**src/rtl/necc_pkg.sv**
```systemverilog
package necc_pkg;
  localparam int unsigned NUM_RES = 9;
  localparam int unsigned PTR_W   = 4;
  localparam logic [PTR_W-1:0] PTR_FIRST = PTR_W'(1);
  localparam logic [PTR_W-1:0] PTR_LAST  = PTR_W'(NUM_RES);
  localparam logic [PTR_W-1:0] PTR_DONE  = PTR_W'(NUM_RES + 1);
endpackage

```
**src/rtl/necc_rst_sync.sv**
```systemverilog
module necc_rst_sync (
  input  logic clk,
  input  logic rst_n,
  output logic rst_n_sync
);
  logic [1:0] stage_q;

  always_ff @(posedge clk or negedge rst_n) begin
    if (!rst_n) stage_q <= 2'b00;
    else        stage_q <= {stage_q[0], 1'b1};
  end

  assign rst_n_sync = stage_q[1];
endmodule

```
**src/rtl/necc_parity.sv**
```systemverilog
module necc_parity #(
  parameter int unsigned DATA_W = 16,
  parameter int unsigned ROW_W  = 9
) (
  input  logic                    clk,
  input  logic                    rst_n,
  input  logic                    clr,
  input  logic                    step,
  input  logic                    last,
  input  logic                    wide,
  input  logic [DATA_W-1:0]       data,
  input  logic [ROW_W-1:0]        idx,
  output logic [ROW_W+DATA_W-1:0] sum
);
  localparam int unsigned HALF_W = DATA_W / 2;

  logic [DATA_W-1:0] unit, col_q, col_n, col_d;
  logic [ROW_W-1:0]  row_q, row_n, row_d;

  assign unit  = wide ? data : {{(DATA_W-HALF_W){1'b0}}, data[HALF_W-1:0]};
  assign col_n = col_q ^ unit;
  assign row_n = row_q ^ ((^unit) ? idx : '0);
  assign sum   = {row_n, col_n};

  always_comb begin
    col_d = col_q;
    row_d = row_q;
    if (clr || (step && last)) begin
      col_d = '0;
      row_d = '0;
    end else if (step) begin
      col_d = col_n;
      row_d = row_n;
    end
  end

  always_ff @(posedge clk or negedge rst_n) begin
    if (!rst_n) begin
      col_q <= '0;
      row_q <= '0;
    end else begin
      col_q <= col_d;
      row_q <= row_d;
    end
  end

  AST_ACC_RESTART: assert property (@(posedge clk) disable iff (!rst_n)
    (step && last) |=> (col_q == '0 && row_q == '0));
  AST_ACC_CLEARED: assert property (@(posedge clk) disable iff (!rst_n)
    (clr && !step) |=> (col_q == '0 && row_q == '0));
endmodule

```
**src/rtl/necc_beat_ctr.sv**
```systemverilog
module necc_beat_ctr #(
  parameter int unsigned SIZE_W = 10
) (
  input  logic              clk,
  input  logic              rst_n,
  input  logic              clr,
  input  logic              step,
  input  logic              sel_big,
  input  logic [SIZE_W-1:0] size0,
  input  logic [SIZE_W-1:0] size1,
  output logic [SIZE_W-2:0] idx,
  output logic              last
);
  logic [SIZE_W-1:0] size_cur, cnt_q, cnt_d;

  assign size_cur = sel_big ? size1 : size0;
  assign last     = (cnt_q == size_cur - 1'b1);
  assign idx      = cnt_q[SIZE_W-2:0];

  always_comb begin
    cnt_d = cnt_q;
    if (clr || (step && last)) cnt_d = '0;
    else if (step)             cnt_d = cnt_q + 1'b1;
  end

  always_ff @(posedge clk or negedge rst_n) begin
    if (!rst_n) cnt_q <= '0;
    else        cnt_q <= cnt_d;
  end

  AST_CNT_BELOW_SIZE: assert property (@(posedge clk) disable iff (!rst_n)
    (size_cur >= SIZE_W'(2) && !size_cur[0]) |-> (cnt_q < size_cur));
  AST_CNT_RESTART: assert property (@(posedge clk) disable iff (!rst_n)
    (step && last) |=> (cnt_q == '0));
endmodule

```
**src/rtl/necc_result_bank.sv**
```systemverilog
module necc_result_bank
  import necc_pkg::*;
#(
  parameter int unsigned RES_W = 25
) (
  input  logic             clk,
  input  logic             rst_n,
  input  logic             clr,
  input  logic             we,
  input  logic [PTR_W-1:0] wptr,
  input  logic [RES_W-1:0] wdata,
  input  logic [PTR_W-1:0] rsel,
  output logic [RES_W-1:0] rdata
);
  logic [RES_W-1:0] slot_q [NUM_RES];

  for (genvar j = 1; j <= NUM_RES; j++) begin : g_slot
    logic             hit;
    logic [RES_W-1:0] slot_d;

    assign hit = we && (wptr == PTR_W'(j));

    always_comb begin
      slot_d = slot_q[j-1];
      if (clr)      slot_d = '0;
      else if (hit) slot_d = wdata;
    end

    always_ff @(posedge clk or negedge rst_n) begin
      if (!rst_n) slot_q[j-1] <= '0;
      else        slot_q[j-1] <= slot_d;
    end

    AST_SLOT_CLEARED: assert property (@(posedge clk) disable iff (!rst_n)
      clr |=> (slot_q[j-1] == '0));
  end

  always_comb begin
    rdata = '0;
    for (int j = 1; j <= NUM_RES; j++)
      if (rsel == PTR_W'(j)) rdata = slot_q[j-1];
  end
endmodule

```
**src/rtl/necc_seq.sv**
```systemverilog
module necc_seq
  import necc_pkg::*;
#(
  parameter int unsigned DATA_W = 16,
  parameter int unsigned CS_W   = 3,
  parameter int unsigned SIZE_W = 10
) (
  input  logic                     clk,
  input  logic                     rst_n,
  input  logic                     cfg_we,
  input  logic [CS_W-1:0]          cfg_cs,
  input  logic                     cfg_wide,
  input  logic [SIZE_W-1:0]        cfg_size0,
  input  logic [SIZE_W-1:0]        cfg_size1,
  input  logic [8:0]               cfg_size_sel,
  input  logic [3:0]               cfg_ptr,
  input  logic                     cfg_en,
  input  logic                     cfg_clr,
  input  logic                     beat_valid,
  input  logic [CS_W-1:0]          beat_cs,
  input  logic [DATA_W-1:0]        beat_data,
  input  logic [3:0]               rd_sel,
  output logic [SIZE_W+DATA_W-2:0] rd_data,
  output logic [3:0]               ptr_o,
  output logic                     en_o
);
  localparam int unsigned ROW_W = SIZE_W - 1;
  localparam int unsigned RES_W = ROW_W + DATA_W;

  logic               rst_n_s;
  logic [CS_W-1:0]    cs_q;
  logic               wide_q;
  logic [SIZE_W-1:0]  size0_q, size1_q;
  logic [NUM_RES-1:0] sel_q;
  logic [PTR_W-1:0]   ptr_q, ptr_d, ptr_wr;
  logic               en_q, en_d;
  logic               busy, cfg_take, clr_hit, accept, seg_done, sel_big, last;
  logic [ROW_W-1:0]   idx;
  logic [RES_W-1:0]   sum;

  necc_rst_sync u_rst (.clk(clk), .rst_n(rst_n), .rst_n_sync(rst_n_s));

  assign busy     = en_q && (ptr_q < PTR_DONE);
  assign cfg_take = cfg_we && !busy;
  assign clr_hit  = cfg_take && cfg_clr;
  assign accept   = busy && beat_valid && (beat_cs == cs_q);
  assign seg_done = accept && last;
  assign ptr_wr   = (cfg_ptr == '0 || cfg_ptr > PTR_DONE) ? PTR_FIRST : cfg_ptr;

  always_comb begin
    sel_big = 1'b0;
    for (int j = 1; j <= NUM_RES; j++)
      if (ptr_q == PTR_W'(j)) sel_big = sel_q[j-1];
  end

  always_comb begin
    ptr_d = ptr_q;
    en_d  = en_q;
    if (cfg_take) begin
      ptr_d = ptr_wr;
      en_d  = cfg_en && (ptr_wr != PTR_DONE);
    end else if (seg_done) begin
      ptr_d = ptr_q + 1'b1;
      if (ptr_q == PTR_LAST) en_d = 1'b0;
    end
  end

  always_ff @(posedge clk or negedge rst_n_s) begin
    if (!rst_n_s) begin
      ptr_q <= PTR_FIRST;
      en_q  <= 1'b0;
    end else begin
      ptr_q <= ptr_d;
      en_q  <= en_d;
    end
  end

  always_ff @(posedge clk or negedge rst_n_s) begin
    if (!rst_n_s) begin
      cs_q    <= '0;
      wide_q  <= 1'b0;
      size0_q <= SIZE_W'(2);
      size1_q <= SIZE_W'(2);
      sel_q   <= '0;
    end else if (cfg_take) begin
      cs_q    <= cfg_cs;
      wide_q  <= cfg_wide;
      size0_q <= cfg_size0;
      size1_q <= cfg_size1;
      sel_q   <= cfg_size_sel;
    end
  end

  necc_beat_ctr #(.SIZE_W(SIZE_W)) u_ctr (
    .clk(clk), .rst_n(rst_n_s), .clr(clr_hit), .step(accept),
    .sel_big(sel_big), .size0(size0_q), .size1(size1_q),
    .idx(idx), .last(last)
  );

  necc_parity #(.DATA_W(DATA_W), .ROW_W(ROW_W)) u_par (
    .clk(clk), .rst_n(rst_n_s), .clr(clr_hit), .step(accept), .last(last),
    .wide(wide_q), .data(beat_data), .idx(idx), .sum(sum)
  );

  necc_result_bank #(.RES_W(RES_W)) u_bank (
    .clk(clk), .rst_n(rst_n_s), .clr(clr_hit), .we(seg_done),
    .wptr(ptr_q), .wdata(sum), .rsel(rd_sel), .rdata(rd_data)
  );

  assign ptr_o = ptr_q;
  assign en_o  = en_q;

  AST_PTR_LEGAL: assert property (@(posedge clk) disable iff (!rst_n_s)
    (ptr_q >= PTR_FIRST && ptr_q <= PTR_DONE));
  AST_EN_BELOW_DONE: assert property (@(posedge clk) disable iff (!rst_n_s)
    en_q |-> (ptr_q < PTR_DONE));
  AST_LAST_STOPS: assert property (@(posedge clk) disable iff (!rst_n_s)
    (seg_done && ptr_q == PTR_LAST) |=> (ptr_q == PTR_DONE && !en_q));
  AST_CFG_FROZEN: assert property (@(posedge clk) disable iff (!rst_n_s)
    busy |=> ($stable(cs_q) && $stable(wide_q) && $stable(size0_q) &&
              $stable(size1_q) && $stable(sel_q)));
  AST_PTR_STEP: assert property (@(posedge clk) disable iff (!rst_n_s)
    busy |=> (ptr_q == $past(ptr_q) || ptr_q == $past(ptr_q) + 1'b1));
  AST_IDLE_HOLD: assert property (@(posedge clk) disable iff (!rst_n_s)
    (!busy && !cfg_we) |=> ($stable(ptr_q) && $stable(en_q)));
endmodule

```
**config.mk**
```make
export PLATFORM = sky130hd
export DESIGN_NAME = necc_seq
export DESIGN_NICKNAME = d
export VERILOG_FILES = /design/src/rtl/necc_pkg.sv /design/src/rtl/necc_rst_sync.sv /design/src/rtl/necc_parity.sv /design/src/rtl/necc_beat_ctr.sv /design/src/rtl/necc_result_bank.sv /design/src/rtl/necc_seq.sv
export SDC_FILE = /design/constraint.sdc
export NUM_CORES = 1
export LEC_CHECK = 0
export ABC_CLOCK_PERIOD_IN_PS = 9500
export BUFFER_PORTS_ARGS = -buffer_cell sky130_fd_sc_hd__buf_4
export CAP_MARGIN = 20
export CORE_MARGIN = 2
export CORE_UTILIZATION = 50
export CTS_BUF_LIST = sky130_fd_sc_hd__clkbuf_4
export DETAILED_ROUTE_END_ITERATION = 6
export GPL_TIMING_DRIVEN = 0
export HOLD_SLACK_MARGIN = 0.1
export PLACE_DENSITY = 0.76
export SETUP_SLACK_MARGIN = 0.05
export SYNTH_ARGS = -nofsm -noshare
export SYNTH_HDL_FRONTEND = slang
export SYNTH_SLANG_ARGS = --single-unit
```
**constraint.sdc**
```tcl
create_clock -name clk -period 9.5 [get_ports clk]
set_input_delay 1.425 -clock clk [delete_from_list [all_inputs] [get_ports clk]]
set_output_delay 1.425 -clock clk [all_outputs]
set_load 0.005 [all_outputs]
```
Word-level counts from Yosys, hierarchy flattened
Cells that the tools add are included.
W data, S select, Z words.
{"block": "totals", "reg_bits": 300, "input_bits": 66, "out_inout_bits": 30, "word_cells": 133}
{"block": "classes", "n_addsub": 3, "magnitude_cmp": 2, "eq_ne": 21, "n_mux": 51, "n_bitwise": 2, "reduce_logical": 34}
{"operator": "$mux W25", "count": 27}
{"operator": "$mux W16", "count": 3}
{"operator": "$eq A4 B3 Y1 const B", "count": 8}
{"operator": "$mux W10", "count": 3}
{"operator": "$mux W9", "count": 3}
{"operator": "$reduce_bool A2 Y1", "count": 12}
{"operator": "$eq A4 B2 Y1 const B", "count": 4}
{"operator": "$eq A4 B4 Y1 const B", "count": 4}
{"operator": "$logic_and A1 B1 Y1", "count": 16}
{"operator": "$reduce_xor A16 Y1", "count": 1}
{"operator": "$xor A16 B16 Y16", "count": 1}
{"operator": "$mux W1", "count": 12}
{"operator": "$mux W4", "count": 3}
{"operator": "$add A10 B1 Y10 const B", "count": 1}
{"operator": "$eq A10 B10 Y1", "count": 1}
{"operator": "$sub A10 B1 Y10 const B", "count": 1}
{"operator": "$xor A9 B9 Y9", "count": 1}
{"operator": "$eq A4 B1 Y1 const B", "count": 2}
{"operator": "$add A4 B1 Y4 const B", "count": 1}
{"operator": "$gt A4 B4 Y1 const B", "count": 1}
{"operator": "$logic_not A4 Y1", "count": 1}
{"operator": "$lt A4 B4 Y1 const B", "count": 1}
{"operator": "$ne A4 B4 Y1 const B", "count": 1}
{"operator": "$eq A3 B3 Y1", "count": 1}
{"operator": "other kinds (3)", "count": 4}

Depth between registers and ports, before layout
{"block": "depth", "ltp_word": 17, "depth_mapped": 20, "ltp_nobuf": 15}

Modules after synthesis
Synthesis repeated with hierarchy kept, for this count alone.
{"block": "hier_totals", "cells_unflattened": 1810, "hier_area_um2": 15746.4}
{"module": "necc_result_bank", "instances": 1, "cells_per_inst": 1323, "area_each_um2": 11139.4, "seq_area_each_um2": 5630.4}
{"module": "necc_seq", "instances": 1, "cells_per_inst": 206, "area_each_um2": 1774.2, "seq_area_each_um2": 954.7}
{"module": "necc_parity", "instances": 1, "cells_per_inst": 155, "area_each_um2": 1599.0, "seq_area_each_um2": 625.6}
{"module": "necc_beat_ctr", "instances": 1, "cells_per_inst": 123, "area_each_um2": 1179.9, "seq_area_each_um2": 250.2}
{"module": "necc_rst_sync", "instances": 1, "cells_per_inst": 3, "area_each_um2": 53.8, "seq_area_each_um2": 50.0}

Worst setup path after synthesis
Ideal clock, no wire load.
{"block": "synth_timing", "kind": "register -> register", "from": "register ptr_q[0] (netlist: ptr_o[0])", "to": "register u_bank.slot_q[39] (netlist name)", "setup_ns": 0.081, "t_arrival_ns": 4.377, "required_ns": 9.419, "slack_ns": 5.042, "path_stages_with_launch": 20, "path_buffers": 4, "synth_period_minus_slack_ns": 4.458, "path_cell_list": "dfstp_2 -> inv_1 -> ha_1 -> buf_6 -> a21oi_1 -> o22ai_1 -> o31ai_4 -> buf_6 -> mux2i_1 -> ha_1 -> nor3b_1 -> xor2_1 -> mux2i_1 -> xnor2_1 -> or4b_4 -> nor4b_4 -> nor2b_1 -> buf_2 -> buf_6 -> mux2i_1"}
{"block": "synth_via", "elab_chain_len": 16, "word_cells_on_any_way": 32, "classes_between": "add/sub: 1; order compare: 1; eq/ne: 10; mux: 11; reduce/logical: 9"}
{"element": "start: declaration", "line_no": "necc_seq.sv:35", "text": "logic [PTR_W-1:0] ptr_q, ptr_d, ptr_wr;"}
{"element": "start signal: assignment", "line_no": "necc_seq.sv:73", "text": "ptr_q <= ptr_d;"}
{"element": "$eq A4 B1 Y1", "line_no": "necc_seq.sv:53", "text": "if (ptr_q == PTR_W'(j)) sel_big = sel_q[j-1];"}
{"element": "$mux W1 (9 in a row)", "line_no": "necc_seq.sv:53"}
{"element": "$mux W10", "line_no": "necc_beat_ctr.sv:16", "text": "assign size_cur = sel_big ? size1 : size0;"}
{"element": "$sub A10 B1 Y10", "line_no": "necc_beat_ctr.sv:17", "text": "assign last = (cnt_q == size_cur - 1'b1);"}
{"element": "$eq A10 B10 Y1", "line_no": "necc_beat_ctr.sv:17"}
{"element": "$logic_and A1 B1 Y1", "line_no": "necc_seq.sv:47", "text": "assign seg_done = accept && last;"}
{"element": "$logic_and A1 B1 Y1", "line_no": "necc_result_bank.sv:21", "text": "assign hit = we && (wptr == PTR_W'(j));"}
{"element": "$reduce_bool A2 Y1 (no line)"}
{"element": "end signal: indexed assignment", "line_no": "necc_result_bank.sv:31", "text": "else slot_q[j-1] <= slot_d;"}
{"element": "end: declaration", "line_no": "necc_result_bank.sv:15", "text": "logic [RES_W-1:0] slot_q [NUM_RES];"}
Several ways; a longest one is shown, not always the timed one.
A chain may end at the register's enable or synchronous reset.

Final worst setup path
{"block": "layout_timing", "from": "input port rd_sel[0]", "to": "output port rd_data[7]"}
{"block": "layout_via", "elab_chain_len": 10, "word_cells_on_any_way": 18, "classes_between": "eq/ne: 9; mux: 9"}
{"element": "start: declaration", "line_no": "necc_seq.sv:22", "text": "input logic [3:0] rd_sel,"}
{"element": "$eq A4 B1 Y1", "line_no": "necc_result_bank.sv:41", "text": "if (rsel == PTR_W'(j)) rdata = slot_q[j-1];"}
{"element": "$mux W25 (8 in a row)", "line_no": "necc_result_bank.sv:41"}
{"element": "$mux W25 *", "line_no": "necc_result_bank.sv:41"}
{"element": "end: declaration", "line_no": "necc_seq.sv:23", "text": "output logic [SIZE_W+DATA_W-2:0] rd_data,"}
Mark *: on every way between the ends. The rest lies on a longest branch, timed or not.

==> tab_implementation.tex <==
\begin{tabular}{lr}
\hline
Metric & Value \\
\hline
\multicolumn{2}{l}{\textbf{CTS}} \\
Buffer levels on the longest clock path & 3 \\
Number of instances resized during post-cts repair & 0 \\
Post CTS Setup Buffer Count & 0 \\
Clock tree from TritonCTS & yes \\
Library cell used as clock root buffer & sky130\_fd\_sc\_hd\_\_clkbuf\_4 \\
Total clock sinks & 300 \\
Clock transition time at the flip-flop clock pins of the worst setup and hold paths & 0.07 ns \\
Worst-skew pair later-pin latency & 0.75 ns \\
Number of clock buffers inserted by TritonCTS & 82 \\
H-tree depth & 3 \\
Cts hold-fix bufs & 0 \\
\multicolumn{2}{l}{\textbf{Worst setup path}} \\
Maximum fanout along the worst path & 10 \\
Crit Path Class & input pin to primary output \\
CP startpoint kind & input pin \\
Slowest cell delay on critical path & 0.76 ns \\
Series of cell instances along the critical path & clkbuf\_1 > nand2b\_1 > nor3\_1 > clkbuf\_1 > a221oi\_1 > a31oi\_1 > buf\_4 \\
Worst reg2reg endpoint & u\_bank.slot\_q[20] \\
Worst flop-to-flop path startpoint & ptr\_o[0] \\
Sort of element at the end of the critical path & primary output \\
Logic depth of the worst register-to-register path & 19 \\
Top cell by count, worst path & sky130\_fd\_sc\_hd\_\_clkbuf\_1 \\
Data required time at the worst endpoint & 8.08 ns \\
Worst path arrival time & 4.05 ns \\
Highest-delay cell along the critical path & sky130\_fd\_sc\_hd\_\_nor3\_1 \\
Worst reg2reg setup slack & 4.17 ns \\
\multicolumn{2}{l}{\textbf{Global route}} \\
Largest net degree at the start of global routing & 70 \\
Antenna violations before repair & 2 \\
Vias in the first global route & 12300 \\
Wire length of the first global-routing pass & 66.3 mm \\
Total gr overflow & 0 \\
Global-route usage over all layers & 0.271 \\
\multicolumn{2}{l}{\textbf{Floorplanning}} \\
Vertical die dimension & 178 um \\
Core Footprint & 29700 um2 \\
Initial Utilization & 0.509 \\
I/O pin cnt & 96 \\
Horizontal die dimension & 178 um \\
Total number of placement rows & 63 \\
Full die area & 31600 um2 \\
\multicolumn{2}{l}{\textbf{Min path}} \\
Min-Delay Path Class & register to asynchronous set/reset pin \\
\multicolumn{2}{l}{\textbf{Synth}} \\
Multiplexer share of the synthesized area & 0.157 \\
Summed instance area of the synthesized netlist & 15100 um2 \\
Gate count after technology mapping & 1459 \\
Simple-Gate Fraction of Synth Area & 0.164 \\
Area contributors post-synth & sky130\_fd\_sc\_hd\_\_dfrtp\_1 (49\%), sky130\_fd\_sc\_hd\_\_mux2i\_1 (15\%), sky130\_fd\_sc\_hd\_\_nand2\_1 (9.9\%) \\
Cell with the most instances after synthesis & sky130\_fd\_sc\_hd\_\_nand2\_1 \\
Synth unique cells & 66 \\
Adder-cell share of the synthesized area & 0.00497 \\
Dominant register cell in the synthesized netlist & sky130\_fd\_sc\_hd\_\_dfrtp\_1 \\
Sequential element share of the synthesized area & 0.497 \\
Number of enable flip-flop cells after synthesis & 0 \\
Area share of xor/xnor cells in the synthesized design & 0.0550 \\
Synthesized area per cell & 10.4 um2 \\
Yosys top cell area share & 0.492 \\
Net count after synthesis & 1531 \\
Warnings, synthesis & 0 \\
Share of synthesized flip-flops with an asynchronous set or reset & 1.00 \\
Compound-gate portion of the synthesized area & 0.0838 \\
Number of flip-flops and latches in the synthesized netlist & 300 \\
Dominant combinational cell family by area after synthesis & simple AND/OR/NAND/NOR gates \\
Most frequent cells after synthesis & sky130\_fd\_sc\_hd\_\_nand2\_1 (400), sky130\_fd\_sc\_hd\_\_dfrtp\_1 (297), sky130\_fd\_sc\_hd\_\_mux2i\_1 (234) \\
Cell accounting for the most synthesized area & sky130\_fd\_sc\_hd\_\_dfrtp\_1 \\
\multicolumn{2}{l}{\textbf{Placed design}} \\
Post-DP HPWL & 28.5 mm \\
Final GP Congestion & 0.882 \\
Pre-CTS worst setup slack & 4.20 ns \\
Buffers added on ports & 94 \\
Cell count after placement & 1947 \\
Post-Place Cell Area & 16400 um2 \\
\multicolumn{2}{l}{\textbf{STA}} \\
Time the worst path needs with I/O delays and setup & 5.48 ns \\
Worst slew slack as a fraction of its limit & 0.357 \\
Unrepaired setup endpoints after global routing & false \\
Final setup viols & 0 \\
Final max-slew violation count & 0 \\
Fraction of the cycle the final worst path needs & 0.576 \\
Final-report hold violation count & 0 \\
Largest clock skew in the final design & 0.0704 ns \\
Highest achievable clock rate & 183 MHz \\
Worst-margin pin slew & 0.957 ns \\
Worst setup margin & 4.02 ns \\
\multicolumn{2}{l}{\textbf{Route}} \\
Count of nets left with antenna violations after detail routing & 0 \\
Vias after detailed routing & 12000 \\
First-pass iteration count of the detailed router & 6 \\
Post-Route WL & 41.4 mm \\
Vias per inst & 5.74 \\
DRC violations left & 0 \\
WL per Instance & 19.8 um \\
Starting DRC count in detailed routing & 1100 \\
\multicolumn{2}{l}{\textbf{Finish}} \\
Syn-to-layout area delta & 15.5\% \\
Filler-free cell count of the finished design & 2090 \\
Fraction of final layout cells with drive strength greater than 1 & 0.168 \\
Number of nets in the finished design & 1713 \\
Final instance area & 17500 um2 \\
\multicolumn{2}{l}{\textbf{Power}} \\
Peak supply drop & 0.000141 V \\
Static Leak & 9.17 nW \\
Power Density & 202 nW/um2 \\
\multicolumn{2}{l}{\textbf{Status}} \\
Status & finished clean \\
\multicolumn{2}{l}{\textbf{Flow run}} \\
Max-cap violations & 0 \\
\hline
\end{tabular}
[critical path, delay by kind of cell]
family	cells	cell delay, ns
buffers and inverters	3	1.08
and+or+nand+nor	2	0.92
AOI/OAI and AO/OA	2	0.60
[layout by cell type (no fill, tap or decap), types with 5 or more instances in the layout]
cell and count:
sky130_fd_sc_hd__clkbuf_4 119, sky130_fd_sc_hd__nor3_1 7, sky130_fd_sc_hd__a22oi_1 6, sky130_fd_sc_hd__a31oi_1 22, sky130_fd_sc_hd__clkbuf_1 66, sky130_fd_sc_hd__nand3_1 17
sky130_fd_sc_hd__nand3b_1 5, sky130_fd_sc_hd__buf_2 11, sky130_fd_sc_hd__xnor2_1 45, sky130_fd_sc_hd__mux2i_1 234, sky130_fd_sc_hd__inv_1 5, sky130_fd_sc_hd__a22o_1 43
sky130_fd_sc_hd__nand4_1 5, sky130_fd_sc_hd__nor4_1 6, sky130_fd_sc_hd__ha_1 6, sky130_fd_sc_hd__nand2b_1 15, sky130_fd_sc_hd__dfrtp_1 296, sky130_fd_sc_hd__nand2_1 400
sky130_fd_sc_hd__a21oi_1 7, sky130_fd_sc_hd__xor2_1 50, sky130_fd_sc_hd__buf_4 98, sky130_fd_sc_hd__nand4_4 7, sky130_fd_sc_hd__clkinv_1 14, sky130_fd_sc_hd__buf_6 18
sky130_fd_sc_hd__a221oi_1 43, sky130_fd_sc_hd__nor2_1 67
[flip-flops by register name (all words and copies together) (netlist names)]
signal / cells
u_ctr.cnt_q: 10
u_bank.slot_q: 225
cs_q: 3
u_par.row_q: 9
en_o: 1
size0_q: 10
size1_q: 10
sel_q: 9
ptr_o: 4
wide_q: 1
u_par.col_q: 16
u_rst.stage_q: 2
[kinds of logic (layout without fill, tap and decap cells)]
group,after synthesis,count (layout)
buffers and inverters,108,347
other,1,3
AND/OR/NAND/NOR,557,557
XOR/XNOR,95,95
multiplexers,237,237
AO/OA/AOI/OAI,155,155
flip-flops,300,300
adder cells (fa/ha/maj),6,6
[report_power, final]
part	internal (mW)	switching [mW]	leakage, nW
Clock	0.603	0.566	0.597
Sequential	1.36	0.0876	4.12
Combinational	0.319	0.597	4.46
[per-stage QoR]
stage / hold WS [ns] / utilization / setup TNS [ns] / total power, mW
floorplan: 0.331 / - / 0 / 2.10
global placement: 0.338 / 0.549 / -806.42 / 2.35
detailed placement: 0.343 / 0.553 / 0 / 2.39
CTS: 0.322 / 0.588 / 0 / 3.55
global route: 0.357 / 0.588 / 0 / 3.72
finish: 0.288 / 0.588 / 0 / 3.54
[final cells by class]
class,instances,area (um2)
Tap cell,390,488
Clock buffer,119,893
Multi-Input combinational cell,1051,7040
Buffer,103,554
Fill cell,2536,12300
Antenna cell,2,5.00
Sequential cell,300,7510
Clock inverter,22,135
Timing Repair Buffer,98,816
Inverter,5,18.8
[worst max-delay path by stage]
stage	startpoint	endpoint	cells after the start
floorplan	u_rst.stage_q[1]	cs_q[0]	0
detailed placement	ptr_o[0]	u_bank.slot_q[22]	19
global placement	u_rst.stage_q[1]	u_bank.slot_q[198]	0
global route	ptr_o[0]	u_bank.slot_q[20]	19
CTS	rd_sel[0]	rd_data[7]	7
finish	rd_sel[0]	rd_data[7]	7
[per-layer routing]
metal | global-route usage | wire, um | vias up
li1 | - | - | 5443
met1 | 0.359 | 17500 | 5959
met2 | 0.443 | 19700 | 496
met3 | 0.0538 | 2950 | 94
met4 | 0.0977 | 1240 | 0
met5 | 0 | 0 | -
Power figures use the tool's default switching activity.
